File: config.mk
export PLATFORM = sky130hd
export DESIGN_NAME = irq_ctl_top
export DESIGN_NICKNAME = d
export VERILOG_FILES = /design/src/rtl/irq_ctl_pkg.sv /design/src/rtl/irq_rst_sync.sv /design/src/rtl/irq_pin_edge.sv /design/src/rtl/irq_port_change.sv /design/src/rtl/irq_ctl_regs.sv /design/src/rtl/irq_ctl_top.sv
export SDC_FILE = /design/constraint.sdc
export NUM_CORES = 1
export LEC_CHECK = 0
export BUFFER_PORTS_ARGS = -buffer_cell sky130_fd_sc_hd__buf_2
export CAP_MARGIN = 20
export CORE_MARGIN = 2
export CORE_UTILIZATION = 45
export DETAILED_ROUTE_END_ITERATION = 12
export GPL_TIMING_DRIVEN = 1
export MAX_ROUTING_LAYER = met4
export PLACE_DENSITY_LB_ADDON = 0.1
export SYNTH_ARGS = -nofsm -noshare
export SYNTH_HDL_FRONTEND = slang
export SYNTH_HIERARCHICAL = 1
export SYNTH_SLANG_ARGS = --single-unit
export TNS_END_PERCENT = 20
File: constraint.sdc
create_clock -name clk -period 1.7 [get_ports clk]
set_input_delay 0.17 -clock clk [delete_from_list [all_inputs] [get_ports clk]]
set_output_delay 0.17 -clock clk [all_outputs]
set_load 0.005 [all_outputs]
File: src/rtl/irq_ctl_pkg.sv
package irq_ctl_pkg;
  localparam int unsigned REG_W   = 8;
  localparam int unsigned NUM_SRC = 3;
  // source index doubles as flag bit position
  localparam int unsigned SRC_PORT = 0;
  localparam int unsigned SRC_PIN  = 1;
  localparam int unsigned SRC_TMR  = 2;
  localparam int unsigned EN_LSB   = 3;
  localparam int unsigned BIT_RSVD = 6;
  localparam int unsigned BIT_GIE  = 7;
  localparam logic [15:0] VEC_DEFAULT = 16'h0004;
endpackage

File: src/rtl/irq_rst_sync.sv
module irq_rst_sync #(
  parameter int unsigned STAGES = 2
) (
  input  logic clk,
  input  logic rst_n,
  output logic rst_sync_n
);
  logic [STAGES-1:0] chain_q;
  logic [STAGES-1:0] chain_d;

  always_comb chain_d = {chain_q[STAGES-2:0], 1'b1};

  always_ff @(posedge clk or negedge rst_n) begin
    if (!rst_n) chain_q <= '0;
    else        chain_q <= chain_d;
  end

  assign rst_sync_n = chain_q[STAGES-1];
endmodule

File: src/rtl/irq_pin_edge.sv
module irq_pin_edge #(
  parameter int unsigned STAGES = 2
) (
  input  logic clk,
  input  logic rst_n,
  input  logic pin_i,
  output logic rise_o
);
  logic [STAGES-1:0] sync_q;
  logic [STAGES-1:0] sync_d;
  logic              prev_q;
  logic              prev_d;

  always_comb begin
    sync_d = {sync_q[STAGES-2:0], pin_i};
    prev_d = sync_q[STAGES-1];
  end

  always_ff @(posedge clk or negedge rst_n) begin
    if (!rst_n) begin
      sync_q <= '0;
      prev_q <= 1'b0;
    end else begin
      sync_q <= sync_d;
      prev_q <= prev_d;
    end
  end

  assign rise_o = sync_q[STAGES-1] & ~prev_q;

  // a held-high pin yields one pulse only
  p_rise_single_r4: assert property (@(posedge clk) disable iff (!rst_n)
    rise_o |=> !rise_o);
endmodule

File: src/rtl/irq_port_change.sv
module irq_port_change #(
  parameter int unsigned PINS = 4
) (
  input  logic            clk,
  input  logic            rst_n,
  input  logic [PINS-1:0] pins_i,
  input  logic            rd_i,
  output logic            change_o
);
  logic [PINS-1:0] snap_q;
  logic [PINS-1:0] snap_d;
  logic [PINS-1:0] diff;

  always_comb snap_d = rd_i ? pins_i : snap_q;

  always_ff @(posedge clk or negedge rst_n) begin
    if (!rst_n) snap_q <= '0;
    else        snap_q <= snap_d;
  end

  for (genvar b = 0; b < PINS; b++) begin : g_cmp
    assign diff[b] = pins_i[b] ^ snap_q[b];
  end

  assign change_o = |diff;

  // a read strobe loads the snapshot from the pins
  p_snap_load_r5: assert property (@(posedge clk) disable iff (!rst_n)
    rd_i |=> (snap_q == $past(pins_i)));
endmodule

File: src/rtl/irq_ctl_regs.sv
module irq_ctl_regs
  import irq_ctl_pkg::*;
(
  input  logic               clk,
  input  logic               rst_n,
  input  logic [NUM_SRC-1:0] set_i,
  input  logic               wr_i,
  input  logic [REG_W-1:0]   wdata_i,
  input  logic               ack_i,
  input  logic               reti_i,
  output logic [REG_W-1:0]   rdata_o,
  output logic               take_o
);
  logic               gie_q, gie_d;
  logic [NUM_SRC-1:0] en_q, en_d;
  logic [NUM_SRC-1:0] flag_q, flag_d;
  logic               fire;

  assign take_o = gie_q & |(flag_q & en_q);
  assign fire   = ack_i & take_o;

  // global enable: accept beats return, return beats write
  always_comb begin
    if (fire)        gie_d = 1'b0;
    else if (reti_i) gie_d = 1'b1;
    else if (wr_i)   gie_d = wdata_i[BIT_GIE];
    else             gie_d = gie_q;
  end

  for (genvar s = 0; s < NUM_SRC; s++) begin : g_src
    always_comb begin
      en_d[s]   = wr_i ? wdata_i[EN_LSB+s] : en_q[s];
      flag_d[s] = set_i[s] | (wr_i ? wdata_i[s] : flag_q[s]);
    end

    // a hardware set always lands, even against a write of 0
    p_set_lands_r10: assert property (@(posedge clk) disable iff (!rst_n)
      set_i[s] |=> flag_q[s]);
  end

  always_ff @(posedge clk or negedge rst_n) begin
    if (!rst_n) begin
      gie_q  <= 1'b0;
      en_q   <= '0;
      flag_q <= '0;
    end else begin
      gie_q  <= gie_d;
      en_q   <= en_d;
      flag_q <= flag_d;
    end
  end

  always_comb begin
    rdata_o                      = '0;
    rdata_o[BIT_GIE]             = gie_q;
    rdata_o[BIT_RSVD]            = 1'b0;
    rdata_o[EN_LSB+:NUM_SRC]     = en_q;
    rdata_o[NUM_SRC-1:0]         = flag_q;
  end

  // accepted request drops the global enable
  p_fire_clears_gie_r7: assert property (@(posedge clk) disable iff (!rst_n)
    (ack_i && take_o) |=> !gie_q);
  // acceptance leaves pending flags in place
  p_fire_keeps_flags_r7: assert property (@(posedge clk) disable iff (!rst_n)
    (ack_i && take_o && !wr_i) |=> ((flag_q & $past(flag_q)) == $past(flag_q)));
  // stray acknowledge does nothing
  p_ack_ignored_r8: assert property (@(posedge clk) disable iff (!rst_n)
    (ack_i && !take_o && !reti_i && !wr_i) |=> $stable(gie_q));
  // return re-enables
  p_reti_sets_gie_r9: assert property (@(posedge clk) disable iff (!rst_n)
    (reti_i && !(ack_i && take_o)) |=> gie_q);
  // flags hold without a write
  p_flags_sticky_r10: assert property (@(posedge clk) disable iff (!rst_n)
    !wr_i |=> ((flag_q & $past(flag_q)) == $past(flag_q)));
endmodule

File: src/rtl/irq_ctl_top.sv
module irq_ctl_top
  import irq_ctl_pkg::*;
#(
  parameter int unsigned  SYNC_STAGES = 2,
  parameter int unsigned  PORT_PINS   = 4,
  parameter logic [15:0]  VECTOR      = VEC_DEFAULT
) (
  input  logic                 clk,
  input  logic                 rst_n,
  input  logic                 ext_pin_i,
  input  logic                 tmr_ovf_i,
  input  logic [PORT_PINS-1:0] port_hi_i,
  input  logic                 port_rd_i,
  input  logic                 reg_wr_i,
  input  logic [REG_W-1:0]     reg_wdata_i,
  output logic [REG_W-1:0]     reg_rdata_o,
  input  logic                 take_ack_i,
  input  logic                 reti_i,
  output logic                 irq_take_o,
  output logic [15:0]          vec_addr_o
);
  logic               rst_int_n;
  logic               pin_rise;
  logic               port_chg;
  logic [NUM_SRC-1:0] src_set;

  irq_rst_sync #(.STAGES(2)) u_rst (
    .clk(clk), .rst_n(rst_n), .rst_sync_n(rst_int_n));

  irq_pin_edge #(.STAGES(SYNC_STAGES)) u_pin (
    .clk(clk), .rst_n(rst_int_n), .pin_i(ext_pin_i), .rise_o(pin_rise));

  irq_port_change #(.PINS(PORT_PINS)) u_port (
    .clk(clk), .rst_n(rst_int_n), .pins_i(port_hi_i), .rd_i(port_rd_i),
    .change_o(port_chg));

  always_comb begin
    src_set           = '0;
    src_set[SRC_PORT] = port_chg;
    src_set[SRC_PIN]  = pin_rise;
    src_set[SRC_TMR]  = tmr_ovf_i;
  end

  irq_ctl_regs u_regs (
    .clk(clk), .rst_n(rst_int_n), .set_i(src_set), .wr_i(reg_wr_i),
    .wdata_i(reg_wdata_i), .ack_i(take_ack_i), .reti_i(reti_i),
    .rdata_o(reg_rdata_o), .take_o(irq_take_o));

  assign vec_addr_o = VECTOR;

  // timer pulse becomes a visible flag one edge later
  p_tmr_flag_r3: assert property (@(posedge clk) disable iff (!rst_int_n)
    tmr_ovf_i |=> reg_rdata_o[SRC_TMR]);
  // no take request while globally disabled
  p_take_gated_r6: assert property (@(posedge clk) disable iff (!rst_int_n)
    !reg_rdata_o[BIT_GIE] |-> !irq_take_o);
endmodule

-- Yosys cells after proc, flatten, opt, wreduce, memory -nomap -nowiden
Index checks and enable logic that the tools add are counted.
- muxes and demuxes: 6
- bitwise gates (word level): 12
- reductions and logical operators: 3
- operators by type and width (operator ; count):
    $mux W1 ; 6
    $reduce_or A4 Y1 ; 1
    $xor A1 B1 Y1 ; 4
    $and A1 B1 Y1 ; 3
    $and A3 B3 Y3 ; 1
    $or A1 B1 Y1 ; 3
    $reduce_bool A3 Y1 ; 1
    $reduce_or A3 Y1 ; 1
    $not A1 Y1 ; 1
- register bits: 16
- output and inout bits: 25

-- Longest topological paths before layout
Gate-level depths: netlist of the first run.
- word-level depth: 5
- depth in mapped cells: 3
- gate-level depth less buffers: 3

-- Hierarchy
Netlist of the first run, hierarchy kept.
- modules (own cells, without submodules) (module ; instances ; cells each ; area each (um^2) ; sequential area each (um^2)):
    irq_ctl_regs ; 1 ; 25 ; 327.8 ; 175.2
    irq_port_change ; 1 ; 13 ; 186.4 ; 100.1
    irq_ctl_top ; 1 ; 18 ; 127.6 ; 0.0
    irq_pin_edge ; 1 ; 4 ; 88.8 ; 75.1
    irq_rst_sync ; 1 ; 3 ; 53.8 ; 50.0

-- Least setup slack after synthesis of the first run
Ideal clock, no wire load.
- kind: reg2out
- start point: register u_regs.en_q[0]
- end point: output irq_take_o
- arrival: 0.848 ns
- required time: 1.530 ns
- path slack: 0.682 ns
- stages on the path, launching flop included: 3
- buffers on the path: 0
- cells stage by stage: dfrtp_1 > a222oi_1 > nor2b_1
- longest elaborated chain between the ends: 3
- ends and longest elaborated chain (element ; RTL line ; text):
    from (decl) ; irq_ctl_regs.sv:15 ; logic [NUM_SRC-1:0] en_q, en_d;
    from (signal assigned) ; irq_ctl_regs.sv:48 ; en_q <= en_d;
    $and A3 B3 Y3 ; irq_ctl_regs.sv:19 ; assign take_o = gie_q & |(flag_q & en_q);
    $reduce_or A3 Y1 ; irq_ctl_regs.sv:19 ;
    $and A1 B1 Y1 ; irq_ctl_regs.sv:19 ;
    to (decl) ; irq_ctl_top.sv:19 ; output logic irq_take_o,
Every way passes these cells.

-- Final worst setup path of the first run
Same ends and word-level chain as after synthesis.

==> flow_summary.toml, run 1 <==
[worst_setup_path]
required_ps = 1530
reg2reg_to = "u_regs/flag_q[0]$_DFF_PN0_"
worst-path-stages = 3
crit_start = "u_regs/en_q[0]$_DFFE_PN0P_"
r2r_start = "u_port/snap_q[1]$_DFFE_PN0P_"
critPathTopFamily = "compound AO/OA/AOI/OAI gates"
setup.worst_path.class = "reg2out"
crit_arrival_ps = 1310
endpoint_kind = "output pin"
critPathMaxFanout = 3
slowest_stage = "a222oi_1"
cpPeakStageDelay_ps = 410
r2r_cells = 3
r2r_setup_slack_ps = 620
worstPathCellList = "a222oi_1 > nor2b_1 > buf_2"
cp-endpoint = "irq_take_o"
start_kind = "flop"
crit_buf_inv = 1

[pwr]
irDropWorstVdd_mv = 0.528
p_leak_uw = 0.000446
powerDensity_nw_per_um2 = 900

[global_route]
track_usage_pct = 13.7
grt_antenna_before_repair = 0
grt_max_degree = 15
first_global_vias = 458
gr-total-overflow = 0
grt_pass1_wl_um = 1880

[yosys]
ys_seq_area_share_pct = 51.0
ys_seq_elements = 16
syn_inst = 63
avgSynthCellArea_um2 = 12.5
yosysWarnings = 6
yosysUniqueCellTypes = 14
mappedNetlistArea_um2 = 785

[timing]
worstMarginPinSlew_ps = 567
drv_slew = 0
fin_skew_ps = 2.46
timing.fmax_ghz = 0.676
finalCriticalPeriod_ps = 1480
holdWs_ps = 72.1
relSlewSlack_pct = 62.2
tns_ps = 0
hold_viol = 0
grt_setup_unrepaired = "false"
finalSetupViolCount = 0
fin_crit_sh_pct = 87.0

[cells_and_area]
nFillCells = 160
antenna_cells = 0
stdcell_count = 107
layout.cells.most_common = "buf_2"
layout-drive-gt1-share_pct = 43.3
nets = 111
final_cell_mix = "buf_2 (26), conb_1 (18), dfrtp_1 (16), mux2_2 (7)"
fin_util_pct = 53.2
areaGrowthSynthToFinish_pct = 14.5

[route]
detailroute.via_count = 473
wl_um = 1160
viasPerCell = 4.42
drtIter0Drc = 5
antenna_left = 0
route.detailed.drc = 0
wl_per_cell_um = 10.8
dr.pass1.iters = 4

[min_path]
min_from = "tmr_ovf_i"
hold_class = "in2reg"

[floorplan]
die_width_um = 45.8
core_um2 = 1690
start_util_pct = 46.4
ios = 45
die_h_um = 45.8
num_rows = 15
die_area_um2 = 2090

[clocking]
cts_tree = "yes"
cts_buffers = 3
h-tree-depth = 1
post_cts.repair.setup_buffers = 0
clk_latency_ps = 280
cts.sinks = 16
cts_root_buf = "clkbuf_4"
clk_path_buf_depth = 2
post_cts_resized = 0
cts.reportedPaths.clkPinSlew_ps = 90

[placement]
gp_congestion = 0.659
hpwl_um = 885
post-place-cells = 101
portBuffers = 26

[job]
cap_violations = 0

[status]
status = "completed"
worst min-delay path by stage:
stage | end | slack [ps] | depth (start not counted)
final | u_regs/flag_q[2]$_DFF_PN0_ | 70 | 2
after global routing | u_regs/flag_q[2]$_DFF_PN0_ | 60 | 2
after CTS | u_regs/flag_q[2]$_DFF_PN0_ | 60 | 2
after detailed placement | u_rst/chain_q[1]$_DFF_PN0_ | -40 | 1
after global placement | u_rst/chain_q[0]$_DFF_PN0_ | -40 | 1
after floorplan | u_rst/chain_q[0]$_DFF_PN0_ | -130 | 0
cell usage after synthesis:
cell type	count	area (um^2)
a222oi_1	1	10.0
xnor2_1	4	35.0
nor2b_1	4	25.0
dfrtp_1	16	400
mux2_4	1	15.0
a211o_1	3	26.3
nor2b_4	1	13.8
conb_1	4	15.0
mux2_2	7	78.8
nand2_1	1	3.75
o22a_1	1	8.76
buf_6	1	11.3
buf_4	18	135
nand4_1	1	6.26
worst register-to-register path: cells and delay by family (launching register included):
family	cells	cell delay, ps
DFF	1	400
AOI/OAI and AO/OA	1	270
xor gates and xnor gates	1	200
and+or+nand+nor	1	100
flip-flops by register name, summed over array words and instances, names as in the netlist:
signal / flops
u_regs/en_q: 3
u_pin/prev_q: 1
u_pin/sync_q: 2
u_regs/flag_q: 3
u_regs/gie_q: 1
u_rst/chain_q: 2
u_port/snap_q: 4
area by class of cell:
| class | instances | area (um^2) | share of cell area (%) |
|---|---|---|---|
| well taps | 17 | 21.3 | 2.37 |
| flip-flops and latches | 16 | 400 | 44.6 |
| repair buffers | 28 | 150 | 16.7 |
| clock buffers | 4 | 36.3 | 4.04 |
| multi-input cells | 42 | 290 | 32.3 |
per-layer routing:
layer  global-route usage, %  vias to the layer above  routed length, um
li1                        -                      230                  -
met3                    2.38                        2                 88
met5                       -                        -                  0
met2                    20.8                       26                515
met4                    10.3                        0                 12
met1                    16.2                      215                543
report_power, final:
group | leakage [uW] | switching [uW] | internal (uW)
logic | 0.000244 | 48.4 | 74.1
clock network | 0.0000210 | 117 | 130
registers | 0.000181 | 26.6 | 412
total | 0.000446 | 192 | 616
cells by family after synthesis:
| kind of cell | Yosys count | synth area share (%) |
|---|---|---|
| and+or+nand+nor | 7 | 6.22 |
| other | 4 | 1.91 |
| DFF | 16 | 51.0 |
| xor gates and xnor gates | 4 | 4.47 |
| muxes | 8 | 12.0 |
| AOI/OAI and AO/OA | 5 | 5.74 |
| buffers and inverters | 19 | 18.7 |
through the flow:
stage | power [uW] | area (um^2) | setup slack [ps]
floorplan | 547 | 837 | 682
finish | 808 | 898 | 221
detailed placement | 566 | 842 | 524
global placement | 563 | 842 | 545
global route | 859 | 898 | 122
CTS | 820 | 898 | 194
what timing repair did:
item,CTS,global route
endpoints found under the setup margin,0,0
hold endpoints to repair,3,0
hold buffers,2,0
(Power assumes the default switching activity.)
==> inputs of run 2 (changes only) <==
==> constraint.sdc (replaced) <==
create_clock -name clk -period 1.8 [get_ports clk]
set_input_delay 0.18 -clock clk [delete_from_list [all_inputs] [get_ports clk]]
set_output_delay 0.18 -clock clk [all_outputs]
set_load 0.005 [all_outputs]
==> flow_summary.toml, run 2 (synthesis results as in run 1) <==
[pwr]
power_uw = 762
powerDensity_nw_per_um2 = 848
p_leak_uw = 0.000446
irDropWorstVdd_mv = 0.498

[timing]
grt_setup_unrepaired = "false"
relSlewSlack_pct = 62.8
finalCriticalPeriod_ps = 1490
fin_crit_sh_pct = 82.9
drv_slew = 0
tns_ps = 0
hold_viol = 0
fin_skew_ps = 2.21
timing.fmax_ghz = 0.670
worstMarginPinSlew_ps = 558
finalSetupViolCount = 0

[cells_and_area]
largest_reg_flops = 4
nets = 111
final_cell_mix = "buf_2 (26), conb_1 (18), dfrtp_1 (16), mux2_2 (7)"
top_register = "u_port/snap_q"
reg.largest.list = "u_port/snap_q (4), u_regs/en_q (3), u_regs/flag_q (3)"
layout.cells.most_common = "buf_2"
layout-drive-gt1-share_pct = 43.3
antenna_cells = 0
areaGrowthSynthToFinish_pct = 14.5

[global_route]
gr-total-overflow = 0
track_usage_pct = 13.7
grt_antenna_before_repair = 0
grt_pass1_wl_um = 1880
first_global_vias = 441
grt_max_degree = 15

[clocking]
h-tree-depth = 1
cts_tree = "yes"
clk_path_buf_depth = 2
post_cts.repair.setup_buffers = 0
cts_buffers = 3
cts.reportedPaths.clkPinSlew_ps = 90
clk_latency_ps = 280
cts.sinks = 16
cts_root_buf = "clkbuf_4"

[floorplan]
die_h_um = 45.8
core_um2 = 1690
start_util_pct = 46.4
die_area_um2 = 2090
ios = 45
num_rows = 15
die_width_um = 45.8

[worst_setup_path]
crit_buf_inv = 1
worstPathCellList = "a222oi_1 > nor2b_1 > buf_2"
required_ps = 1620
setup.worst_path.class = "reg2out"
endpoint_kind = "output pin"
critPathTopFamily = "compound AO/OA/AOI/OAI gates"
critPathMaxFanout = 3
slowest_stage = "a222oi_1"
start_kind = "flop"
cpPeakStageDelay_ps = 420
crit_arrival_ps = 1310

[placement]
portBuffers = 26
gp_congestion = 0.659
hpwl_um = 897

[route]
route.detailed.drc = 0
detailroute.via_count = 480
viasPerCell = 4.49
antenna_left = 0
wl_um = 1170
drtIter0Drc = 3
wl_per_cell_um = 10.9
dr.pass1.iters = 4

[job]
cap_violations = 0

[status]
status = "completed"

[min_path]
hold_class = "in2reg"
-- run 2: worst reg2reg max path, delay by kind of cell, from the launching register on --
kind / cells / cell delay (ps)
compound gates: 2 / 610
flops: 1 / 400
-- run 2: area by class of cell --
| cell class | count | area (um^2) |
|---|---|---|
| fillers | 155 | 791 |
| repair buffers | 28 | 150 |
| flip-flops and latches | 16 | 400 |
| multi-input cells | 42 | 290 |
| clock buffers | 4 | 36.3 |
| well taps | 17 | 21.3 |
-- run 2: layer usage --
metal	wire, um	part of all wire (%)	global-route usage, %
met5	0	0	-
met4	5	0.43	8.57
met3	94	8.1	2.38
met2	526	45	20.3
met1	541	46	17.3
-- run 2: metrics by stage --
stage	instance area, um^2	utilization (%)	hold slack (ps)	cells	setup WS, ps
floorplan	837	-	-116	77	772
global placement	842	49.9	-34.4	101	635
detailed placement	842	49.9	-33.0	101	615
CTS	898	53.2	75.0	107	286
global route	898	53.2	68.7	107	233
finish	898	53.2	83.0	107	308
-- run 2: timing repair --
item,CTS,global route
endpoints found under the hold margin,3,0
gates resized for setup,0,0
hold buffers,2,0
-- run 2: power by group --
group / switching (uW) / internal [uW] / total, uW
logic: 46.0 / 70.0 / 116
registers: 25.0 / 389 / 414
clock network: 109 / 123 / 232
-- run 2: path summary, 6_finish.rpt --
kind / from / endpoint / slack [ps] / depth (start not counted)
max in group asynchronous: u_rst/chain_q[1]$_DFF_PN0_ / u_regs/flag_q[2]$_DFF_PN0_ / 1200 / 0
min reg2reg: u_rst/chain_q[1]$_DFF_PN0_ / u_port/snap_q[2]$_DFFE_PN0P_ / 230 / 0
min: tmr_ovf_i / u_regs/flag_q[2]$_DFF_PN0_ / 80 / 2
min in group asynchronous: rst_n / u_rst/chain_q[0]$_DFF_PN0_ / 200 / 2
max: u_regs/en_q[0]$_DFFE_PN0P_ / irq_take_o / 310 / 3
max reg2reg: u_regs/en_q[0]$_DFFE_PN0P_ / u_regs/gie_q$_DFFE_PN0P_ / 740 / 2
==> inputs of run 3 (changes only) <==
--- a/config.mk
+++ b/config.mk
@@ -5,10 +5,11 @@
 export SDC_FILE = /design/constraint.sdc
 export NUM_CORES = 1
 export LEC_CHECK = 0
+export ABC_AREA = 1
 export BUFFER_PORTS_ARGS = -buffer_cell sky130_fd_sc_hd__buf_2
 export CAP_MARGIN = 20
 export CORE_MARGIN = 2
-export CORE_UTILIZATION = 45
+export CORE_UTILIZATION = 43
 export DETAILED_ROUTE_END_ITERATION = 12
 export GPL_TIMING_DRIVEN = 1
 export MAX_ROUTING_LAYER = met4
==> constraint.sdc (replaced) <==
create_clock -name clk -period 1.42 [get_ports clk]
set_input_delay 0.142 -clock clk [delete_from_list [all_inputs] [get_ports clk]]
set_output_delay 0.142 -clock clk [all_outputs]
set_load 0.005 [all_outputs]
==> flow_summary.toml, run 3 <==
[status]
status = "completed"

[yosys]
synth-main-ff-cell = "dfrtp_1"
yosysUniqueCellTypes = 13
ys_async_sr_fraction_pct = 100
synth_top_area_share_pct = 48.8
synth-adder-area-share_pct = 0
ys_seq_elements = 16
synth_top_family_by_area = "buffers and inverters"
muxShareOfSynthArea_pct = 0
avgSynthCellArea_um2 = 7.97
ys_seq_area_share_pct = 48.8
mappedNetlistArea_um2 = 821
synth_common_cells = "nand2_1 (39), buf_4 (18), dfrtp_1 (16)"
synth_edf_count = 0
synth_compound_area_share_pct = 5.34
yosys.area.top_type = "dfrtp_1"
synth_top_cells_by_area = "dfrtp_1 (49%), nand2_1 (18%), buf_4 (16%)"
post-synth-top-count-cell = "nand2_1"
synth-simple-area-share_pct = 20.7
synth-xor-area-share_pct = 0
syn_inst = 103
yosysWarnings = 6

[pwr]
seqPwrFrac_pct = 54.5
intPower_uw = 711
comb_power_share_pct = 15.1
p_leak_uw = 0.000561
p_clk_share_pct = 30.4
p_sw_share_pct = 25.4
irDropWorstVdd_mv = 0.545
p_switching_uw = 243
powerDensity_nw_per_um2 = 1010

[min_path]
hold_class = "in2reg"

[cells_and_area]
finalInstanceArea_um2 = 945
stdcell_count = 155
nFillCells = 173
layout-drive-gt1-share_pct = 25.4
reg.largest.list = "u_port/snap_q (4), u_regs/en_q (3), u_regs/flag_q (3)"
final_cell_mix = "nand2_1 (39), buf_2 (26), conb_1 (18), dfrtp_1 (16), inv_1 (11)"
register_area_um2 = 400
multi_input_area_um2 = 282
nets = 151
fin_util_pct = 53.5
areaGrowthSynthToFinish_pct = 15.1
antenna_cells = 0
layout.cells.most_common = "nand2_1"
top_register = "u_port/snap_q"
largest_reg_flops = 4

[global_route]
grt_max_degree = 15
grt_antenna_before_repair = 0
gr-total-overflow = 0
grt_pass1_wl_um = 2000
first_global_vias = 479
track_usage_pct = 13.4

[route]
wl_met3_um = 111
wl_um = 1310
dr_wl_met2_um = 597
top_layer = "met4"
detailroute.via_count = 625
wl_per_cell_um = 8.46
antenna_left = 0
viasPerCell = 4.03
drtIter0Drc = 8
dr.pass1.iters = 4
route.detailed.drc = 0
m1WireLength_um = 594

[clocking]
cts_buffers = 3
cts_tree = "yes"
h-tree-depth = 1
clk_path_buf_depth = 2
post_cts_resized = 0
cts.reportedPaths.clkPinSlew_ps = 90
clk_latency_ps = 280
cts_root_buf = "clkbuf_4"
cts.sinks = 16

[floorplan]
num_rows = 15
die_width_um = 47.7
die_area_um2 = 2270
ios = 45
core_um2 = 1760
die_h_um = 47.7
start_util_pct = 46.5

[worst_setup_path]
cpPeakStageDelay_ps = 400
setup.worst_path.class = "reg2out"
slowest_stage = "dfrtp_1"
critical_path.most_common_cell = "nand2_1"
crit_arrival_ps = 1080
critPathTopFamily = "flip-flops"
start_kind = "flop"
worstPathCellList = "nand2_1 > nand3_1 > nand2_1 > inv_1 > buf_2"
endpoint_kind = "output pin"
crit_buf_inv = 2
critPathMaxFanout = 3
required_ps = 1280

[job]
cap_violations = 0

[timing]
drv_slew = 0
holdWs_ps = 36.9
finalSetupViolCount = 0
fin_skew_ps = 2.99
hold_viol = 0
worstMarginPinSlew_ps = 555
timing.fmax_ghz = 0.817
relSlewSlack_pct = 63.0
tns_ps = 0
finalCriticalPeriod_ps = 1220
grt_setup_unrepaired = "false"
fin_crit_sh_pct = 86.2

[placement]
hpwl_um = 1050
post-place-cells = 149
gp_congestion = 0.636
portBuffers = 26
place_area_um2 = 888
[run 3: cell types whose count changed after synthesis, moves of 2 or more]
cell	change
nor2b_1	-4
o21ai_0	+4
mux2_2	-7
nor2_1	+2
inv_1	+11
nand3_1	+2
xnor2_1	-4
nand2_1	+38
a211o_1	-3
a21oi_1	+3
[run 3: logic make-up (layout without fill, tap and decap cells)]
| kind of cell | Yosys count | after routing |
|---|---|---|
| other | 4 | 18 |
| AND/OR/NAND/NOR | 44 | 44 |
| AO/OA/AOI/OAI | 8 | 8 |
| flip-flops | 16 | 16 |
| buffers and inverters | 31 | 44 |
[run 3: final cells by class]
class,count,area share [%]
flip-flops and latches,16,42.4
clock buffers,4,3.84
repair buffers,28,15.9
multi-input cells,70,29.8
well taps,25,3.31
inverters,12,4.77
[run 3: timing repair]
| action | 4_1_cts | 5_1_grt |
|---|---|---|
| hold buffers | 2 | 0 |
| setup buffers | 0 | 0 |
| endpoints found under the hold margin | 3 | 0 |
[run 3: worst paths after layout]
kind | start | endpoint | slack [ps] | cells past startpoint
worst max register to register | u_port/snap_q[1]$_DFFE_PN0P_ | u_regs/flag_q[0]$_DFF_PN0_ | 490 | 7
worst min-delay path | tmr_ovf_i | u_regs/flag_q[2]$_DFF_PN0_ | 40 | 3
worst max-delay path | u_regs/en_q[1]$_DFFE_PN0P_ | irq_take_o | 200 | 5
max in group asynchronous | u_rst/chain_q[1]$_DFF_PN0_ | u_regs/flag_q[1]$_DFF_PN0_ | 830 | 0
worst min register to register | u_rst/chain_q[1]$_DFF_PN0_ | u_port/snap_q[2]$_DFFE_PN0P_ | 230 | 0
min in group asynchronous | rst_n | u_rst/chain_q[1]$_DFF_PN0_ | 170 | 2
[run 3: metal layers]
layer | vias to the layer above | global-route usage (%)
met1 | 271 | 17.8
met3 | 2 | 4.53
met4 | 0 | 5.41
met5 | - | -
met2 | 31 | 18.7
li1 | 321 | -
[run 3: per-stage QoR]
stage	total power (uW)	setup slack, ps
after floorplan	643	562
after global placement	664	521
after detailed placement	670	509
after CTS	970	190
after global routing	1030	124
final	954	197
[run 3: power groups by stage]
stage / Combinational [uW] / Sequential [uW] / Clock, uW
3_3_place_gp: 136 / 528 / 0
2_1_floorplan: 118 / 525 / 0
5_1_grt: 170 / 527 / 331
6_report: 144 / 519 / 290
4_1_cts: 145 / 520 / 305
3_5_place_dp: 140 / 530 / 0
[run 3: worst reg2reg max path, delay by kind of cell (launching register included)]
| family | cells | cell delay [ps] |
|---|---|---|
| flip-flops | 1 | 350 |
| AND/OR/NAND/NOR | 5 | 310 |
| buffers and inverters | 1 | 50 |
| AO/OA/AOI/OAI | 1 | 110 |
